File: config.mk
export PLATFORM = sky130hd
export DESIGN_NAME = beep_tone_gen
export DESIGN_NICKNAME = d
export VERILOG_FILES = /design/src/rtl/beep_pkg.sv /design/src/rtl/beep_ctrl_regs.sv /design/src/rtl/beep_half_rate_ctr.sv /design/src/rtl/beep_tap_map.sv /design/src/rtl/beep_tone_gen.sv
export SDC_FILE = /design/constraint.sdc
export NUM_CORES = 1
export LEC_CHECK = 0
export BUFFER_PORTS_ARGS = -buffer_cell sky130_fd_sc_hd__clkbuf_2
export CELL_PAD_IN_SITES_DETAIL_PLACEMENT = 0
export CELL_PAD_IN_SITES_GLOBAL_PLACEMENT = 1
export CORE_ASPECT_RATIO = 1.2
export CORE_UTILIZATION = 39
export DETAILED_ROUTE_END_ITERATION = 16
export PLACE_DENSITY_LB_ADDON = 0.2
export SYNTH_ARGS = -nofsm -noshare
export SYNTH_HDL_FRONTEND = slang
export SYNTH_SLANG_ARGS = --single-unit
File: constraint.sdc
create_clock -name clk -period 5.99 [get_ports clk]
set_clock_uncertainty 0.1 [all_clocks]
set_input_delay 0.2995 -clock clk [delete_from_list [all_inputs] [get_ports clk]]
set_output_delay 0.2995 -clock clk [all_outputs]
set_load 0.1 [all_outputs]
File: src/rtl/beep_pkg.sv
`timescale 1ns/1ps
package beep_pkg;
    localparam logic [1:0] FM_FULL   = 2'd0;
    localparam logic [1:0] FM_HALF   = 2'd1;
    localparam logic [1:0] FM_SLOW32 = 2'd2;

    typedef enum logic {
        ST_SILENT = 1'b0,
        ST_TONE   = 1'b1
    } beep_state_t;
endpackage

File: src/rtl/beep_ctrl_regs.sv
`timescale 1ns/1ps
module beep_ctrl_regs #(
    parameter int DATA_W  = 32,
    parameter int SEL_LSB = 10,
    parameter int SEL_W   = 9
) (
    input  logic              clk,
    input  logic              rst_n,
    input  logic              wr_en,
    input  logic              wr_sel,
    input  logic [DATA_W-1:0] wr_data,
    output logic              en_q,
    output logic [SEL_W-1:0]  sel_q
);
    // only bit 0 and the select field are stored; the rest is dropped
    logic unused_wr_bits;
    assign unused_wr_bits = ^wr_data;

    always_ff @(posedge clk) begin
        if (!rst_n) begin
            en_q  <= 1'b0;
            sel_q <= '0;
        end else if (wr_en) begin
            if (wr_sel) begin
                sel_q <= wr_data[SEL_LSB +: SEL_W];
            end else begin
                en_q <= wr_data[0];
            end
        end
    end
endmodule

File: src/rtl/beep_half_rate_ctr.sv
`timescale 1ns/1ps
module beep_half_rate_ctr #(
    parameter int CNT_W = 20
) (
    input  logic             clk,
    input  logic             rst_n,
    output logic             ph_q,
    output logic [CNT_W-1:0] cnt_q
);
    // phase bit acts as a clock enable at half the system rate
    always_ff @(posedge clk) begin
        if (!rst_n) begin
            ph_q  <= 1'b0;
            cnt_q <= '0;
        end else begin
            ph_q <= ~ph_q;
            if (ph_q) begin
                cnt_q <= cnt_q + 1'b1;
            end
        end
    end
endmodule

File: src/rtl/beep_tap_map.sv
`timescale 1ns/1ps
module beep_tap_map
    import beep_pkg::*;
#(
    parameter int SEL_LSB    = 10,
    parameter int SEL_W      = 9,
    parameter int TAP_W      = 5,
    parameter int HALF_SHIFT = 1,
    parameter int SLOW_SHIFT = 5
) (
    input  logic [SEL_W-1:0] sel,
    input  logic [1:0]       mode,
    output logic [TAP_W-1:0] raw_tap,
    output logic [TAP_W-1:0] eff_tap,
    output logic             tap_valid
);
    logic [TAP_W-1:0] shamt;

    // lowest set select bit wins: scan downward so it is assigned last
    always_comb begin
        raw_tap   = '0;
        tap_valid = 1'b0;
        for (int i = SEL_W - 1; i >= 0; i--) begin
            if (sel[i]) begin
                raw_tap   = TAP_W'(SEL_LSB + i);
                tap_valid = 1'b1;
            end
        end
    end

    always_comb begin
        unique case (mode)
            FM_HALF:   shamt = TAP_W'(HALF_SHIFT);
            FM_SLOW32: shamt = TAP_W'(SLOW_SHIFT);
            default:   shamt = '0;
        endcase
        eff_tap = (raw_tap >= shamt) ? (raw_tap - shamt) : '0;
    end
endmodule

File: src/rtl/beep_tone_gen.sv
`timescale 1ns/1ps
module beep_tone_gen
    import beep_pkg::*;
#(
    parameter int DATA_W     = 32,
    parameter int CNT_W      = 20,
    parameter int SEL_LSB    = 10,
    parameter int SEL_W      = 9,
    parameter int HALF_SHIFT = 1,
    parameter int SLOW_SHIFT = 5
) (
    input  logic              clk,
    input  logic              rst_n,
    input  logic              wr_en,
    input  logic              wr_sel,
    input  logic [DATA_W-1:0] wr_data,
    input  logic [1:0]        freq_mode,
    output logic              beep_out
);
    localparam int TAP_W = $clog2(CNT_W);

    logic             en_q;
    logic [SEL_W-1:0] sel_q;
    logic             ph_q;
    logic [CNT_W-1:0] cnt_q;
    logic [TAP_W-1:0] raw_tap;
    logic [TAP_W-1:0] eff_tap;
    logic             tap_valid;
    beep_state_t      state_q, state_d;

    beep_ctrl_regs #(
        .DATA_W (DATA_W),
        .SEL_LSB(SEL_LSB),
        .SEL_W  (SEL_W)
    ) u_regs (
        .clk    (clk),
        .rst_n  (rst_n),
        .wr_en  (wr_en),
        .wr_sel (wr_sel),
        .wr_data(wr_data),
        .en_q   (en_q),
        .sel_q  (sel_q)
    );

    beep_half_rate_ctr #(
        .CNT_W(CNT_W)
    ) u_ctr (
        .clk  (clk),
        .rst_n(rst_n),
        .ph_q (ph_q),
        .cnt_q(cnt_q)
    );

    beep_tap_map #(
        .SEL_LSB   (SEL_LSB),
        .SEL_W     (SEL_W),
        .TAP_W     (TAP_W),
        .HALF_SHIFT(HALF_SHIFT),
        .SLOW_SHIFT(SLOW_SHIFT)
    ) u_map (
        .sel      (sel_q),
        .mode     (freq_mode),
        .raw_tap  (raw_tap),
        .eff_tap  (eff_tap),
        .tap_valid(tap_valid)
    );

    // next-state logic: start / stop transitions
    always_comb begin
        state_d = state_q;
        unique case (state_q)
            ST_SILENT: if (en_q && tap_valid)    state_d = ST_TONE;
            ST_TONE:   if (!en_q || !tap_valid)  state_d = ST_SILENT;
            default:   state_d = ST_SILENT;
        endcase
    end

    // state register
    always_ff @(posedge clk) begin
        if (!rst_n) begin
            state_q <= ST_SILENT;
        end else begin
            state_q <= state_d;
        end
    end

    // output process
    always_comb begin
        beep_out = (state_q == ST_TONE) && cnt_q[eff_tap];
    end
endmodule

Yosys cells after proc, flatten, opt, wreduce, memory -nomap -nowiden
Index checks and enable logic that the tools add are counted.

storage, ports and cells
  register bits = 32
  output and inout bits = 1
  word-level logic and storage cells = 46

operators by class
  add/subtract/negate cells = 2
  magnitude comparators = 2
  eq/ne operators = 2
  muxes and demuxes = 25
  bitwise operators = 3
  reductions and logical operators = 7

operator list
  operator                                                    count
  2-to-1 mux 5 bit                                            10
  adder 20 x 1 -> 20 bit, second input constant               1
  2-to-1 mux 1 bit                                            12
  less-than comparator 5 x 6 -> 1 bit, second input constant  1
  one-hot mux 3 bit (2 select lines)                          1
  binary-select mux 1 bit (select 5 bit)                      1
  greater-or-equal comparator 5 x 3 -> 1 bit                  1
  subtractor 5 x 3 -> 5 bit                                   1
  AND reduction 2 bit                                         2
  NOT 1 bit                                                   3
  == test 2 x 1 -> 1 bit, second input constant               1
  == test 2 bit, second input constant                        1
  logical AND 1 bit                                           2
  zero test 1 bit                                             2
  one-hot mux 1 bit (2 select lines)                          1
  logical OR 1 bit                                            1

Depth between registers and ports, before layout
  depth in word-level cells = 14
  mapped depth = 15
  gate-level depth less buffers = 15

By module
A second synthesis with hierarchy kept.

unflattened totals
  cell total of the unflattened synthesis = 218
  area, all modules = 1954.4 um^2

by module, submodules not included
  module              instances  cells an instance  area an instance (um^2)  seq. area each (um^2)
  beep_half_rate_ctr  1          104                991.0                    420.4
  beep_ctrl_regs      1          47                 450.4                    200.2
  beep_tap_map        1          47                 289.0                    0.0
  beep_tone_gen       1          20                 224.0                    20.0

Least setup slack after synthesis
OpenSTA, ideal clock, no wires.

  path type = reg2out
  start point = register u_regs.sel_q[2]
  end point = output port beep_out
  data arrival time = 3.561 ns
  required time = 5.591 ns
  setup slack = 2.029 ns
  cell stages (with the launch flop) = 11
  cell sequence = dfxtp_1 > nor4_4 > nor3_1 > ha_1 > inv_1 > a31oi_1 > a21boi_2 > a21oi_4 > mux2i_1 > o211ai_2 > o211ai_1

on the way
  word-level cells in the longest chain between the ends = 8

ends and longest elaborated chain
  item                                                                                     line                  text
  start, declared                                                                          beep_ctrl_regs.sv:13  output logic [SEL_W-1:0] sel_q
  start signal, assigned                                                                   beep_ctrl_regs.sv:25  sel_q <= wr_data[SEL_LSB +: SEL_W];
  2-to-1 mux 5 bit * (3 in series)                                                         beep_tap_map.sv:24    if (sel[i]) begin
  subtractor 5 x 3 -> 5 bit or greater-or-equal comparator 5 x 3 -> 1 bit (tied branches)  beep_tap_map.sv:37    eff_tap = (raw_tap >= shamt) ? (raw_tap - shamt) : '0;
  2-to-1 mux 5 bit *                                                                       beep_tap_map.sv:37
  binary-select mux 1 bit (select 5 bit) *                                                 beep_tone_gen.sv:89   beep_out = (state_q == ST_TONE) && cnt_q[eff_tap];
  2-to-1 mux 1 bit (implied by the code) *                                                 beep_tone_gen.sv:89
  logical AND 1 bit *                                                                      beep_tone_gen.sv:89
  end, declared                                                                            beep_tone_gen.sv:18   output logic beep_out

Mark *: on every way between the ends. The rest lies on a longest branch, timed or not. The select of a mux whose other input is x is not followed.

Worst setup path after layout
Same ends and word-level chain as after synthesis.

==> results by group <==
Logic synthesis
  – Syn nets: about 270
  – Distinct cell type count after synthesis: slightly below 50
  – Synth Flop Type: dfxtp_1
  – Cells after Synth: between 200 and 250
  – Post-synth EDFFs: 0
  – Ys Warns: 0
  – Count leader, synth: dfxtp_1
  – Avg Cell Area, Syn: 8.53 µm²
  – Synth top area share: about a third
  – Register area share after synthesis: roughly a third
  – Synthesized flop and latch total: 32
  – Commonest cells in the netlist: 32 x dfxtp_1, 27 x nand2_1, 19 x nand3_1
  – Ranking of synthesized cells by area: dfxtp_1 33%, xnor2_1 5.8%, nand2_1 5.2%, and2_1 5.1%, mux2i_1 5.1%
  – Post-synthesis async set-or-reset flop share: 0%
  – Cell taking the most area after synthesis: dfxtp_1
  – Mapped Area: 0.00195 mm²

Pwr
  – Design Power: 590 µW
  – Leak: around 0.00086 µW
  – PwrDens: between 200 and 300 mW/mm²
  – VDD IR-drop max: 0.176 mV

Floorplan
  – Die area: roughly 0.0053 mm²
  – Chip Height: a little under 80 µm
  – Ports: 39
  – Cell Rows: 27
  – DIE WIDTH: between 60 and 70 µm
  – Core area: 0.00470 mm²
  – Starting Density: 41.6%

CTS
  – Clk root buf: clkbuf_8
  – Clock transition at the registers of the reported paths: 0.07 ns
  – Clock buffer depth: 2
  – Skew-Pair Late Insertion Delay: about 0.28 ns
  – # H-tree levels: 2
  – Hold-fix buffers, CTS: 0
  – Clock Sinks: 32
  – Post-CTS Setup Repair Bufs: 0
  – CTS buffer count: 5
  – CTS tree: yes
  – Post-CTS sizing: 0

Layout
  – Filler cells: a little under 500
  – Area Growth Syn to Fin: 13.2%
  – Share of layout cells above drive strength 1: approximately 16%
  – # nets final: 289
  – Non-filler instance count after layout: around 310
  – ANT cells: 0

Critical path
  – Critical Path RT: 5.59 ns
  – CP Cell Sequence: nor4_4 > nor3_1 > ha_1 > inv_1 > a31oi_1 > a21boi_2 > a21oi_4 > mux2i_1 > o211ai_2 > o211ai_1 > clkbuf_2
  – Worst Setup EP: beep_out
  – Crit path kind: reg2out
  – Setup crit start kind: flip-flop
  – WP buf/inv: 2
  – RR Endpoint: u_ctr.cnt_q[16]
  – Crit end category: output port
  – Critical Path Stages: 11
  – Critical path origin: u_regs.sel_q[2]
  – Worst-path fanout max: 6
  – Critical path's slowest cell: clkbuf_2
  – Reg2Reg Launch Point: u_ctr.ph_q
  – Worst reg-to-reg setup slack: a little over 4 ns
  – Reg2Reg Depth: 5
  – CP arrival: about 3.4 ns
  – Cell family with most CP delay: compound AO/OA/AOI/OAI gates
  – Worst stage delay on the critical path: 0.48 ns

STA
  – Final min period: roughly 3.8 ns
  – Period utilisation layout: a little under two thirds
  – Slew Viols, Final: 0
  – Final Setup Violations: 0
  – Post-route setup TNS: 0 ns
  – Unrepaired setup endpoints after global routing: no
  – Slew headroom: roughly 64%
  – Hold Vio Cnt, Final: 0
  – Maximum clock frequency: approximately 260 MHz
  – Least-Margin Pin Slew: 0.537 ns

Drt
  – Mean routed wirelength per cell: around 13 µm
  – Final WL: 3980 µm
  – Via count: ~1600
  – Final ANT Viol Nets: 0
  – DRT Pass-1 Iters: 4
  – Drt via density: around 5.2
  – Drt first-iter violations: just under 60
  – Number of remaining DRC errors: 0

GRT
  – GR Overflow Total: 0
  – Initial antenna violation count: 0
  – GR Util All Layers: about 17%
  – Largest net degree at the start of global routing: 33
  – First-pass GRT wire length: roughly 7000 µm
  – Vias in the first global route: between 1500 and 2000

Placement
  – IO Port Bufs: 16
  – Final HPWL DP: between 2000 and 3000 µm
  – Gpl congestion: ~0.82
  – Inst Count DP: approximately 300

Status
  – Outcome: complete, no violations

Flow run
  – Max Cap Viol: 0

Worst hold path
  – Worst Hold Launch: wr_data[17]
  – Class of the worst hold path: in2reg
## registers in the layout (all words and copies together), names as in the netlist
signal / count
state_q: 1
u_regs.en_q: 1
u_ctr.cnt_q: 20
u_regs.sel_q: 9
u_ctr.ph_q: 1
## layout make-up
class | count | area (µm²) | area share, %
multi-input cells | 182 | 1250 | 56.7
flip-flops and latches | 32 | 641 | 29.0
clock buffers | 7 | 96.3 | 4.36
repair buffers | 17 | 87.6 | 3.96
well taps | 58 | 72.6 | 3.28
clock inverters | 1 | 30.0 | 1.36
inverters | 8 | 30.0 | 1.36
## cells by family (layout without fill, tap and decap cells)
logic type                 Yosys count  after routing  share of synthesized area [%]
AOI/OAI and AO/OA                   42             42                           17.6
buffers and inverters               15             33                           3.01
xor gates and xnor gates            15             15                           6.72
muxes                               11             11                           5.89
adders and majority gates            5              5                           3.20
DFF                                 32             32                           32.8
and+or+nand+nor                    109            109                           30.8
## power breakdown
group	internal, µW	leakage (µW)	switching (µW)
Combinational	58.8	0.000535	80.8
Clock	147	0.0000645	78.4
Sequential	218	0.000260	7.59
Total	423	0.000859	167
## layout by cell type, fill, tap and decap left out, drive strengths merged, types with 2 or more instances in the layout
cell,instances
and2,16
nor3,7
o21ai,6
a21boi,14
or3,4
xnor2,13
nand2,27
and4,2
mux2i,10
o21a,2
a31oi,2
a21oi,3
inv,8
dfxtp,32
nand4,5
clkbuf,23
o211ai,3
nand3,19
nor4,2
or2,2
nor2b,5
xor2,2
ha,5
nor2,12
and3,6
## worst register-to-register path, cell delays in order (launching register included)
cell,delay (ns)
dfxtp_1,0.44
and3_1,0.28
nand3_1,0.15
or2_2,0.35
or3_1,0.31
a21boi_0,0.17
## metal layers
metal	up-vias	track usage [%]	routed length, µm
li1	847	-	-
met1	735	21.3	1980
met2	13	28.1	1870
met3	6	3.71	69
met4	0	5.32	57
met5	-	0	0
## worst min path at each step
stage	end	slack [ns]	cells past startpoint
2_1_floorplan	state_q	0.31	2
5_1_grt	u_regs.sel_q[1]	0.17	3
3_3_place_gp	state_q	0.35	2
4_1_cts	u_regs.sel_q[4]	0.16	3
3_5_place_dp	state_q	0.35	2
6_report	u_regs.sel_q[7]	0.16	3
## per-stage QoR
step	hold WS, ns	cell area (µm²)	util, %	setup WS, ns
2_1_floorplan	0.311	1950	-	2.03
3_3_place_gp	0.350	2090	44.4	2.49
3_5_place_dp	0.353	2090	44.4	2.48
4_1_cts	0.161	2210	47.1	2.17
5_1_grt	0.167	2210	47.1	1.95
6_report	0.164	2210	47.1	2.19
Note: power is estimated with default switching activity, not from simulation.
